<file path="config.mk">
export PLATFORM = sky130hd
export DESIGN_NAME = hazard_ctrl
export DESIGN_NICKNAME = d
export VERILOG_FILES = /design/src/rtl/hz_pkg.sv /design/src/rtl/hz_match.sv /design/src/rtl/hz_squash.sv /design/src/rtl/hz_ex_sel.sv /design/src/rtl/hazard_ctrl.sv
export SDC_FILE = /design/constraint.sdc
export NUM_CORES = 1
export LEC_CHECK = 0
export CAP_MARGIN = 20
export CORE_AREA = 2 2 39 41
export DETAILED_ROUTE_END_ITERATION = 10
export DIE_AREA = 0 0 41 43
export DONT_BUFFER_PORTS = 1
export PLACE_DENSITY = 0.45
export SYNTH_ARGS = -nofsm -noshare
export SYNTH_HDL_FRONTEND = slang
export SYNTH_SLANG_ARGS = --single-unit
</file>
<file path="constraint.sdc">
create_clock -name clk_i -period 2.12 [get_ports clk_i]
set_input_delay 0.424 -clock clk_i [delete_from_list [all_inputs] [get_ports clk_i]]
set_output_delay 0.424 -clock clk_i [all_outputs]
set_load 0.01 [all_outputs]
</file>
<file path="src/rtl/hz_pkg.sv">
`timescale 1ns/1ps
package hz_pkg;
  localparam int unsigned NPORT = 2;  // decode read ports
  localparam int unsigned NPROD = 3;  // producer stages
  localparam int unsigned PR_EX  = 0;
  localparam int unsigned PR_MEM = 1;
  localparam int unsigned PR_WB  = 2;
endpackage

</file>
<file path="src/rtl/hz_match.sv">
`timescale 1ns/1ps
module hz_match #(
  parameter int unsigned RW = 3
) (
  input  logic [RW-1:0] src_i,
  input  logic          re_i,
  input  logic [RW-1:0] dst_i,
  input  logic          we_i,
  output logic          hit_o
);
  // no register is special: r0 and the link register compare like the rest
  assign hit_o = re_i & we_i & (src_i == dst_i);
endmodule

</file>
<file path="src/rtl/hz_squash.sv">
`timescale 1ns/1ps
module hz_squash (
  input  logic hazard_i,
  input  logic taken_i,
  output logic stall_o,
  output logic flush_id_o,
  output logic flush_ex_o
);
  // a taken branch kills the stalled instruction too, so it wins
  assign stall_o    = hazard_i & ~taken_i;
  assign flush_id_o = taken_i;
  assign flush_ex_o = taken_i | hazard_i;
endmodule

</file>
<file path="src/rtl/hz_ex_sel.sv">
`timescale 1ns/1ps
module hz_ex_sel #(
  parameter int unsigned N = 2
) (
  input  logic         clk_i,
  input  logic         rst_ni,
  input  logic [N-1:0] hit_i,
  input  logic         kill_i,
  output logic [N-1:0] sel_o
);
  logic [N-1:0] sel_q;

  // select travels with the instruction into execute; a bubble carries none
  always_ff @(posedge clk_i or negedge rst_ni) begin
    if (!rst_ni)     sel_q <= '0;
    else if (kill_i) sel_q <= '0;
    else             sel_q <= hit_i;
  end

  assign sel_o = sel_q;
endmodule

</file>
<file path="src/rtl/hazard_ctrl.sv">
`timescale 1ns/1ps
module hazard_ctrl #(
  parameter int unsigned NREG = 8,
  localparam int unsigned RW = (NREG > 1) ? $clog2(NREG) : 1
) (
  input  logic          clk_i,
  input  logic          rst_ni,
  input  logic [RW-1:0] id_src_a_i,
  input  logic          id_re_a_i,
  input  logic [RW-1:0] id_src_b_i,
  input  logic          id_re_b_i,
  input  logic [RW-1:0] ex_rd_i,
  input  logic          ex_we_i,
  input  logic          ex_load_i,
  input  logic [RW-1:0] mem_rd_i,
  input  logic          mem_we_i,
  input  logic [RW-1:0] wb_rd_i,
  input  logic          wb_we_i,
  input  logic          br_taken_i,
  output logic          id_byp_a_o,
  output logic          id_byp_b_o,
  output logic          ex_byp_a_o,
  output logic          ex_byp_b_o,
  output logic          stall_o,
  output logic          flush_id_o,
  output logic          flush_ex_o
);
  import hz_pkg::*;

  logic [NPORT-1:0][RW-1:0] src;
  logic [NPORT-1:0]         re;
  logic [NPROD-1:0][RW-1:0] p_rd;
  logic [NPROD-1:0]         p_we;
  logic [NPORT-1:0][NPROD-1:0] hit;
  logic [NPORT-1:0] raw_hz;
  logic [NPORT-1:0] hit_ex;
  logic [NPORT-1:0] hit_wb;
  logic [NPORT-1:0] ex_sel;

  assign src[0] = id_src_a_i;
  assign src[1] = id_src_b_i;
  assign re[0]  = id_re_a_i;
  assign re[1]  = id_re_b_i;

  assign p_rd[PR_EX]  = ex_rd_i;
  assign p_we[PR_EX]  = ex_we_i;
  assign p_rd[PR_MEM] = mem_rd_i;
  assign p_we[PR_MEM] = mem_we_i;
  assign p_rd[PR_WB]  = wb_rd_i;
  assign p_we[PR_WB]  = wb_we_i;

  for (genvar p = 0; p < NPORT; p++) begin : g_port
    for (genvar k = 0; k < NPROD; k++) begin : g_prod
      hz_match #(.RW(RW)) u_match (
        .src_i (src[p]),
        .re_i  (re[p]),
        .dst_i (p_rd[k]),
        .we_i  (p_we[k]),
        .hit_o (hit[p][k])
      );
    end
    // memory-stage producer has no path to decode; a load in execute has
    // no value yet when this reader reaches execute
    assign raw_hz[p] = hit[p][PR_MEM] | (hit[p][PR_EX] & ex_load_i);
    assign hit_ex[p] = hit[p][PR_EX];
    assign hit_wb[p] = hit[p][PR_WB];
  end

  hz_squash u_squash (
    .hazard_i   (|raw_hz),
    .taken_i    (br_taken_i),
    .stall_o    (stall_o),
    .flush_id_o (flush_id_o),
    .flush_ex_o (flush_ex_o)
  );

  hz_ex_sel #(.N(NPORT)) u_ex_sel (
    .clk_i  (clk_i),
    .rst_ni (rst_ni),
    .hit_i  (hit_ex),
    .kill_i (flush_ex_o),
    .sel_o  (ex_sel)
  );

  assign id_byp_a_o = hit_wb[0];
  assign id_byp_b_o = hit_wb[1];
  assign ex_byp_a_o = ex_sel[0];
  assign ex_byp_b_o = ex_sel[1];
endmodule

</file>
==> results by group <==
Status
  • Outcome: finished clean

Worst setup path
  • WS Path Type: in2out
  • CP Capture Type: primary output
  • CP Launch Type: input pin
  • Worst Path Required: ~1700 ps
  • CP max FO: 3
  • Worst EP arrival: 1330 ps

STA
  • Worst-margin pin slew: ~350 ps
  • Slew Limit Fails: 0
  • Setup violations, final: 0
  • TNS Setup: 0 ps
  • Post-layout min period: between 1500 and 2000 ps
  • Fin Hold WS: ~270 ps
  • Worst rel slew slack: about three quarters
  • Final Hold Fails: 0
  • RSZ-0062 raised after global routing: false
  • Tcrit/Tclk final: 82.7%
  • Fmax: 570 MHz

GRT
  • Vias in the first global route: 307
  • Largest net degree at the start of global routing: 6
  • First-pass GRT wire length: between 1000 and 1500 um
  • All-Layer GR Usage: a little over a tenth
  • Initial antenna violation count: 0
  • GRT overflow: 0

Die
  • Site Rows: 14
  • Core area: approximately 1400 um^2
  • Die Span X: between 40 and 50 um
  • Initial Util: roughly a quarter
  • Die Span Y: approximately 43 um
  • Die area: roughly 1800 um^2
  • Boundary pin count: 31

Placement
  • Hpwl dp: about 700 um
  • RePlAce Congestion: between 0.7 and 0.8
  • Placed cells: 54
  • Placed inst area: around 340 um^2
  • Buffers added on ports: 0

Clocking
  • TritonCTS clock tree: done
  • Root buf cell: clkbuf_4
  • Clock Pin Slew Worst Setup and Hold Paths: around 30 ps
  • CTS buffer count: 3
  • Clock Path Buffers: 2
  • Clock sinks: 2
  • PostCTS Resize Cnt: 0
  • CTS H-tree lvls: 1

Yosys
  • Sequential element share of the synthesized area: about 15%
  • Gate count of the mapped netlist: 39
  • Commonest cells in the netlist: xor2_1, nand2_1, nor4_1, xnor2_1
  • Seq cells post-synth: 2
  • Fraction of registers with async set/reset: 100%
  • Synth cell types: 15
  • Syn Area/Cell: around 8.3 um^2
  • Synth area leaders: xor2_1, dfrtp_1, xnor2_1, nor4_1, nor4b_1
  • Main flop type after synthesis: dfrtp_1
  • Synth warn: 0
  • Synth Cell Area: around 320 um^2
  • Yosys top cell by area: xor2_1
  • Number of flops mapped to enable cells by yosys: 0
  • Syn Nets: 63
  • Area share of the largest cell type after synthesis: ~41%
  • Count leader, synth: xor2_1

Pwr
  • Worst vdd ir: between 0.15 and 0.2 mV
  • Seq pwr share: 23.8%
  • Psw: 0.0396 mW
  • Power share of the clock group: 50.9%
  • Gate power share: roughly 25%
  • Pwr Total: 0.164 mW
  • Static Leak: ~0.14 nW
  • Sw Share: between 20% and 30%
  • Int Power: between 0.1 and 0.15 mW
  • Power Density: about 440 nW/um^2

Routing
  • Initial DRT Pass Iterations: 3
  • WL/cell: about 14 um
  • Final wirelength: approximately 830 um
  • 1st-iter DRT viols: 1
  • DRC errors left: 0
  • Post-DRT Antenna Nets: 0
  • Via count: 278
  • Via density: ~4.8

Final layout
  • Non-Filler Instances: 58
  • Area grow syn2layout: 13.9%
  • Share of cells above drive strength 1: about a tenth
  • Fin nets: between 60 and 70
  • Fin area: 369 um^2
  • Max reg flops: 2
  • Antenna diode instance count: 0

Run
  • Max_cap viols: 0

Worst hold path
  • Hold Crit Class: in2reg
-- per-layer routing --
metal  GRT usage (%)  up-vias  routed length (um)
met2            15.9        8                 482
li1                -      147                   -
met5               0        -                   0
met4            6.00        0                   0
met3            4.19        0                  87
met1            12.1      123                 261
-- placed cells by master, fill, tap and decap left out, drive strengths merged --
cell type and count:
nand3b 1, xor2 15, nor3 2, o21ai 1, dlygate4sd3 1, nor2 1, nand3 2, nand2 3
a41o 1, clkbuf 3, a21oi 1, dfrtp 2, xnor2 3, nor4b 2, a41oi 1, nor4 3
-- logic make-up (layout without fill, tap and decap cells) --
family                 after synthesis  after routing  synth area share (%)
buffers and inverters                1              4                  2.32
flip-flops                           2              2                  15.4
AND/OR/NAND/NOR                     14             14                  24.3
AO/OA/AOI/OAI                        4              4                  9.26
XOR/XNOR                            18             18                  48.7
-- area by class of cell --
class | instances | area [um^2]
flip-flops and latches | 2 | 50.0
clock buffers | 3 | 22.5
repair buffers | 1 | 10.0
well taps | 16 | 20.0
multi-input cells | 36 | 267
fillers | 161 | 1010
-- critical path, stage by stage --
cell	delay, ps
xor2_1	140
nor4_1	330
o21ai_0	180
a21oi_1	260
-- what timing repair did --
action | in CTS | in global routing
setup buffers | 0 | 0
hold buffers | 1 | 0
hold endpoints to repair | 2 | 0
-- final timing paths --
kind | from | to | slack, ps | cells past startpoint
worst min-delay path | ex_load_i | u_ex_sel.sel_o[1] | 270 | 1
max in group asynchronous | rst_ni | u_ex_sel.sel_o[0] | 1560 | 1
min in group asynchronous | rst_ni | u_ex_sel.sel_o[1] | 430 | 1
worst max-delay path | id_src_b_i[0] | stall_o | 370 | 4
-- power by group through the flow --
stage                     Sequential (mW)  Combinational, mW  Clock (mW)
final                              0.0390             0.0414      0.0833
after global routing               0.0390             0.0462      0.0928
after CTS                          0.0390             0.0419      0.0861
after detailed placement           0.0395             0.0394           0
after global placement             0.0395             0.0399           0
after floorplan                    0.0394             0.0366           0
-- stage by stage --
| step | setup WS (ps) | util [%] |
|---|---|---|
| after floorplan | 464 | - |
| after global placement | 351 | 24.3 |
| after detailed placement | 358 | 24.3 |
| after CTS | 356 | 26.7 |
| after global routing | 145 | 26.7 |
| final | 366 | 26.7 |
(Power assumes the default switching activity.)
